[config.mk]
export PLATFORM = sky130hd
export DESIGN_NAME = exu_chain_ctrl
export DESIGN_NICKNAME = d
export VERILOG_FILES = /design/src/rtl/exu_chain_pkg.sv /design/src/rtl/exu_chain_seq.sv /design/src/rtl/exu_chain_addr.sv /design/src/rtl/exu_chain_ctrl.sv
export SDC_FILE = /design/constraint.sdc
export NUM_CORES = 1
export LEC_CHECK = 0
export BUFFER_PORTS_ARGS = -buffer_cell sky130_fd_sc_hd__buf_2
export CELL_PAD_IN_SITES_DETAIL_PLACEMENT = 0
export CELL_PAD_IN_SITES_GLOBAL_PLACEMENT = 2
export CORE_ASPECT_RATIO = 0.6
export CORE_MARGIN = 5
export CORE_UTILIZATION = 24
export CTS_BUF_LIST = sky130_fd_sc_hd__clkbuf_8
export DETAILED_ROUTE_END_ITERATION = 7
export MAX_ROUTING_LAYER = met4
export PLACE_DENSITY_LB_ADDON = 0.15
export SYNTH_ARGS = -nofsm -noshare
export SYNTH_HDL_FRONTEND = slang
export SYNTH_SLANG_ARGS = --single-unit
[constraint.sdc]
create_clock -name clk -period 1.4 [get_ports clk]
set_input_delay 0.14 -clock clk [delete_from_list [all_inputs] [get_ports clk]]
set_output_delay 0.14 -clock clk [all_outputs]
set_load 0.03 [all_outputs]
[src/rtl/exu_chain_pkg.sv]
// Shared types for the execute-chain controller.
// Assumes one event is acted on per clock; priority is fixed in exu_chain_seq.
package exu_chain_pkg;

    // Event chosen for the coming clock edge, highest priority first.
    typedef enum logic [2:0] {
        EV_NONE = 3'd0,
        EV_TRAP = 3'd1,
        EV_INTR = 3'd2,
        EV_EXEC = 3'd3,
        EV_DONE = 3'd4
    } chain_ev_e;

endpackage

[src/rtl/exu_chain_seq.sv]
// Chain sequencer: ranks the core's events, tracks whether a chain is active
// and raises the restart request after an interrupt inside a chain.
// Assumes all inputs are synchronous to clk and stable around the edge.
module exu_chain_seq
    import exu_chain_pkg::*;
(
    input  logic      clk,
    input  logic      rst_n,
    input  logic      dec_valid,
    input  logic      dec_is_exec,
    input  logic      subj_done,
    input  logic      intr_take,
    input  logic      trap_take,
    output chain_ev_e ev,
    output logic      active_q,
    output logic      restart_q
);

    // Pick the single event for this cycle: trap > interrupt > execute > completion.
    always_comb begin
        if (trap_take)                    ev = EV_TRAP;
        else if (intr_take)               ev = EV_INTR;
        else if (dec_valid && dec_is_exec) ev = EV_EXEC;
        else if (subj_done && active_q)   ev = EV_DONE;
        else                              ev = EV_NONE;
    end

    // Chain-active flag: set by an execute decode, cleared by any chain-ending event.
    always_ff @(posedge clk) begin
        if (!rst_n) begin
            active_q <= 1'b0;
        end else begin
            case (ev)
                EV_EXEC:                  active_q <= 1'b1;
                EV_TRAP, EV_INTR, EV_DONE: active_q <= 1'b0;
                default:                  active_q <= active_q;
            endcase
        end
    end

    // Restart pulse: only an interrupt inside a running chain asks for a restart.
    always_ff @(posedge clk) begin
        if (!rst_n) restart_q <= 1'b0;
        else        restart_q <= (ev == EV_INTR) && active_q;
    end

    p_intr_restart_r6: assert property (@(posedge clk) disable iff (!rst_n)
        (intr_take && !trap_take && active_q) |=> (restart_q && !active_q));

    p_restart_only_in_chain_r8: assert property (@(posedge clk) disable iff (!rst_n)
        restart_q |-> $past(active_q));

    p_trap_ends_chain_r7: assert property (@(posedge clk) disable iff (!rst_n)
        trap_take |=> (!active_q && !restart_q));

    p_exec_starts_r1: assert property (@(posedge clk) disable iff (!rst_n)
        (dec_valid && dec_is_exec && !trap_take && !intr_take) |=> active_q);

endmodule

[src/rtl/exu_chain_addr.sv]
// Address path: captures the first execute instruction's address, forms the
// fetch redirection and selects the address to report.
// Assumes ev comes from exu_chain_seq and active_q is the current chain flag.
module exu_chain_addr
    import exu_chain_pkg::*;
#(
    parameter int ADDR_W = 17
) (
    input  logic              clk,
    input  logic              rst_n,
    input  chain_ev_e         ev,
    input  logic              active_q,
    input  logic [ADDR_W-1:0] ia_in,
    input  logic [ADDR_W-1:0] dec_ea,
    input  logic              subj_redirect,
    output logic [ADDR_W-1:0] saved_q,
    output logic              steer_v_q,
    output logic [ADDR_W-1:0] steer_a_q,
    output logic [ADDR_W-1:0] report_addr
);

    localparam logic [ADDR_W-1:0] ONE = {{(ADDR_W-1){1'b0}}, 1'b1};

    logic [ADDR_W-1:0] resume_addr;

    // Word after the first execute instruction, wrapping at the top of the space.
    always_comb resume_addr = saved_q + ONE;

    // Saved address: loaded only when a chain begins, held otherwise.
    always_ff @(posedge clk) begin
        if (!rst_n)                        saved_q <= '0;
        else if (ev == EV_EXEC && !active_q) saved_q <= ia_in;
    end

    // Fetch redirection: to the effective address, or back after the chain.
    always_ff @(posedge clk) begin
        if (!rst_n) begin
            steer_v_q <= 1'b0;
            steer_a_q <= '0;
        end else if (ev == EV_EXEC) begin
            steer_v_q <= 1'b1;
            steer_a_q <= dec_ea;
        end else if (ev == EV_DONE && !subj_redirect) begin
            steer_v_q <= 1'b1;
            steer_a_q <= resume_addr;
        end else begin
            steer_v_q <= 1'b0;
        end
    end

    // Reported address: the chain's first instruction while a chain runs.
    always_comb report_addr = active_q ? saved_q : ia_in;

    p_saved_held_r5: assert property (@(posedge clk) disable iff (!rst_n)
        active_q |=> $stable(saved_q));

    p_resume_r3: assert property (@(posedge clk) disable iff (!rst_n)
        (ev == EV_DONE && !subj_redirect) |=> (steer_v_q && steer_a_q == $past(resume_addr)));

    p_redirect_quiet_r4: assert property (@(posedge clk) disable iff (!rst_n)
        (ev == EV_DONE && subj_redirect) |=> !steer_v_q);

    p_exec_target_r2: assert property (@(posedge clk) disable iff (!rst_n)
        (ev == EV_EXEC) |=> (steer_v_q && steer_a_q == $past(dec_ea)));

endmodule

[src/rtl/exu_chain_ctrl.sv]
// Top of the execute-chain controller: joins the event sequencer and the
// address path. Assumes the core holds its instruction address while
// chain_active is high and fetches from steer_addr when steer_valid is high.
module exu_chain_ctrl #(
    parameter int ADDR_W = 17
) (
    input  logic              clk,
    input  logic              rst_n,
    input  logic [ADDR_W-1:0] ia_in,
    input  logic              dec_valid,
    input  logic              dec_is_exec,
    input  logic [ADDR_W-1:0] dec_ea,
    input  logic              subj_done,
    input  logic              subj_redirect,
    input  logic              intr_take,
    input  logic              trap_take,
    output logic              steer_valid,
    output logic [ADDR_W-1:0] steer_addr,
    output logic              chain_active,
    output logic [ADDR_W-1:0] saved_addr,
    output logic              restart_req,
    output logic [ADDR_W-1:0] report_addr
);
    import exu_chain_pkg::*;

    chain_ev_e ev;

    exu_chain_seq u_seq (
        .clk         (clk),
        .rst_n       (rst_n),
        .dec_valid   (dec_valid),
        .dec_is_exec (dec_is_exec),
        .subj_done   (subj_done),
        .intr_take   (intr_take),
        .trap_take   (trap_take),
        .ev          (ev),
        .active_q    (chain_active),
        .restart_q   (restart_req)
    );

    exu_chain_addr #(.ADDR_W(ADDR_W)) u_addr (
        .clk           (clk),
        .rst_n         (rst_n),
        .ev            (ev),
        .active_q      (chain_active),
        .ia_in         (ia_in),
        .dec_ea        (dec_ea),
        .subj_redirect (subj_redirect),
        .saved_q       (saved_addr),
        .steer_v_q     (steer_valid),
        .steer_a_q     (steer_addr),
        .report_addr   (report_addr)
    );

    p_reset_clear_r9: assert property (@(posedge clk)
        !rst_n |=> (!chain_active && !steer_valid && !restart_req && saved_addr == '0));

endmodule

==> results.txt <==
- Status: finished with violations
- The checks that failed: negative setup slack.
* Net Count, Synth: around 300
* Die Footprint: 0.0108 mm^2
* Max-Cap Viols: 0
* Unrepaired setup endpoints after global routing: yes
* Most common library cells after synthesis: sky130_fd_sc_hd__nand2_1, sky130_fd_sc_hd__dfxtp_1, sky130_fd_sc_hd__a21oi_1, sky130_fd_sc_hd__nand3_1, sky130_fd_sc_hd__mux2_2
- Endpoints failing setup: 29
- For this run, the number of Yosys warnings is 0.
* Arrival time reported for the critical path endpoint: about 1.4 ns
- Depth of the worst register-to-register path: 5
* Dominant cell by count in the synthesized netlist: sky130_fd_sc_hd__nand2_1
- Max Fanout on Critical Path: 7
- Count of endpoints failing hold in the final timing report: 0
- Clock share of power: just over 30%
- Seq pwr share: a little under half
* Combinational Power Share: a little under a quarter
* Clock buffer count from CTS: 5
- For the worst setup path, the data required time is between 1 and 1.5 ns.
- Final worst hold slack: around 0.067 ns
- Crit share post-route: 109%
- Via density: approximately 4.7
- Setup Skew: between 0.01 and 0.015 ns
- Cells after DPL: 480
- The count of nets left with antenna violations once routing finished came out at 0.
- Path category of the worst min-delay check: in2reg
- Count of final max-slew check failures: 0
- Clock H-tree levels: 2
* Standby leakage power: about 0.0017 uW
* Most area-consuming cells after synthesis: sky130_fd_sc_hd__dfxtp_1, sky130_fd_sc_hd__mux2_2, sky130_fd_sc_hd__nand2_1
* Vias in the first global route: roughly 2400
- For this run, the post-layout net count is between 400 and 500.
- Measured along the y axis, the die boundary spans 82.6 um.
- The worst pin sits at a relative slew slack of between 70% and 80%.
* Post-route insts no fill: between 500 and 600
* Number of enable-type register cells in the synthesized netlist: 0
- Routability cong.: approximately 0.79
- The first routing iteration left 110 violations.
- The post-route netlist has 62.1% of its cells at a drive strength greater than 1.
- In the routed design, unresolved DRC markers number 0.
- Average detailed-routed wire length per instance: about 17 um
- In this run, synthesis produced a sequential element count of 37.
- Unique masters post-synth: 39
- In the post-route analysis, the smallest setup slack over all paths is -0.132 ns.
- Setup total negative slack on the finished layout was measured at -1.76 ns.
- Clock tree from TritonCTS: yes
* Initial antenna violation count: 0
- The worst setup path is captured at a primary output.
- Post-route cell area: 0.00384 mm^2
* CTS Root Cell: sky130_fd_sc_hd__clkbuf_8
- Of all cell types, the one taking the most synthesized area is sky130_fd_sc_hd__dfxtp_1.
- Synthesis produced a netlist whose cell count is 252.
- VDD sags by at most ~0.27 mV.
* Achievable Freq: 653 MHz
- In this run the tool buffered the top-level ports with 95 buffer cells.
- Synth Cell Area: between 0.002 and 0.0025 mm^2
- Clk_lat worst skew: about 0.30 ns
- Via total after detailed routing: between 2000 and 2500
- Fin crit period: 1.53 ns
- The worst hold path was traced through 3 stages.
- The floorplan has 26 rows.
- The floorplan step set the die width to between 100 and 150 um.
* Post-synthesis average cell area: 8.36 um^2
- Antenna diode count: 0
- In this run the cell area measured after placement is 0.00303 mm^2.
- The routed design has a little under 9 mm of wire.
- Power density relative to cell area: just over 600 mW/mm^2
- Worst setup SP type: register
* Maximum number of pins on one net before global-route repair: 23
- The HPWL after detailed placement is between 6 and 7 mm.
- Category of the critical setup timing path: reg2out
- Of the post-synthesis cell area, the dominant cell type holds approximately a third.
* GR Overflow Total: 0
- Initial DRT Pass Iterations: 4
- Once the floorplan was initialized, standard cells occupied 24.7% of the core.
- The clock drives 37 sinks.
* Clock edge transition at the registers on the reported setup and hold paths: around 0.08 ns
- For this design, the CTS-stage hold fixing added 0 buffers.
- Buffer levels on the longest clock path: 2
- In this run the standard cell core region covers between 0.008 and 0.009 mm^2.
- Ports: 96
- First-pass GRT wire length: 13.0 mm
* Power Internal: 1650 uW
- Global routing consumed, over all layers together, about 16% of the routing resources.
* Share of synthesized area occupied by flip-flops and latches: roughly a third
- Growth of design area from synthesis to finish: 82.6%
- Actual slew at the worst max-slew pin: between 0.3 and 0.4 ns
- Async set-reset flop share out of synthesis: 0%
* Commonest register cell after synthesis: sky130_fd_sc_hd__dfxtp_1
- In this run switching power makes up around 30% of total power.
* Switching component of the power: 718 uW
==> layout by cell type, fill, tap and decap left out, drive strengths merged <==
cell type and n:
buf 150, nand2 43, dfxtp 37, a21oi 23, nand3 19, mux2 17, nor3 14, o21ai 13
o211ai 11, clkbuf 8, inv 7, nor4 7, o31ai 5, nor2 5, and3 4, o21a 4
nand4 4, o31a 3, xnor2 3, a211oi 3, nand4bb 2, nand2b 2, nor4bb 1, and4bb 1
or4 1, a311o 1, a2111oi 1, o32ai 1, a311oi 1, ha 1, clkinv 1
==> worst max-delay path, cell delays in order (launching register included) <==
cell,delay (ns)
sky130_fd_sc_hd__dfxtp_4,0.39
sky130_fd_sc_hd__buf_12,0.13
sky130_fd_sc_hd__buf_16,0.13
sky130_fd_sc_hd__mux2_4,0.30
sky130_fd_sc_hd__buf_6,0.14
==> flip-flops by register name, summed over array words and instances (netlist names) <==
register          count
u_addr.saved_q       17
u_seq.active_q        1
u_seq.restart_q       1
u_addr.steer_a_q     17
u_addr.steer_v_q      1
==> cell type report <==
cell class,instances,area (um^2)
Fill cell,858,4680
Timing Repair Buffer,153,1240
Multi-Input combinational cell,190,1590
Sequential cell,37,782
Clock buffer,5,68.8
Inverter,5,18.8
Clock inverter,3,11.3
Tap cell,112,140
==> worst paths after layout <==
| kind | slack, ns | endpoint | from |
|---|---|---|---|
| hold / removal | 0.07 | u_addr.saved_q[8]$_SDFFE_PN0P_ | ia_in[8] |
| hold reg to reg | 0.46 | u_addr.steer_a_q[3]$_SDFFE_PN0P_ | u_addr.steer_a_q[3]$_SDFFE_PN0P_ |
| setup reg to reg | -0.08 | u_addr.steer_a_q[13]$_SDFFE_PN0P_ | u_addr.saved_q[6]$_SDFFE_PN0P_ |
| setup / recovery | -0.13 | report_addr[7] | u_seq.active_q$_SDFFE_PN0P_ |
==> stage by stage <==
stage / power, uW / setup WS, ns / utilization [%]
finish: 2370 / -0.132 / 45.1
global route: 2480 / -0.166 / 45.1
CTS: 2320 / -0.0880 / 39.7
detailed placement: 1530 / -0.0657 / 35.5
global placement: 1530 / -0.0656 / 35.5
floorplan: 1340 / -0.115 / -
==> power by group through the flow <==
stage,clock network [uW],logic [uW],registers [uW]
6_report,733,556,1080
5_1_grt,803,594,1080
4_1_cts,736,505,1080
3_5_place_dp,0,429,1100
3_3_place_gp,0,431,1100
2_1_floorplan,0,200,1140
==> metal layers <==
| metal | global-route usage, % | up-vias | wire (um) |
|---|---|---|---|
| met1 | 26.4 | 1072 | 5040 |
| met4 | 3.08 | 0 | 57 |
| met3 | 3.53 | 8 | 466 |
| met2 | 19.4 | 73 | 3230 |
| met5 | - | - | 0 |
| li1 | - | 1208 | - |
==> kinds of logic after synthesis <==
kind of cell,Yosys count,share of synthesized area (%)
xor+xnor,3,1.25
compound gates,66,20.3
buf+inv,25,8.26
fa+ha+maj,1,0.594
mux,17,9.09
simple gates,103,25.4
flops,37,35.2
==> timing repair <==
item,in CTS,in global routing
gates cloned,2,4
endpoints found under the setup margin,26,44
pin swaps,5,27
gates resized for setup,61,71
hold endpoints to repair,0,0
setup buffers,4,7
(Power assumes the default switching activity.)
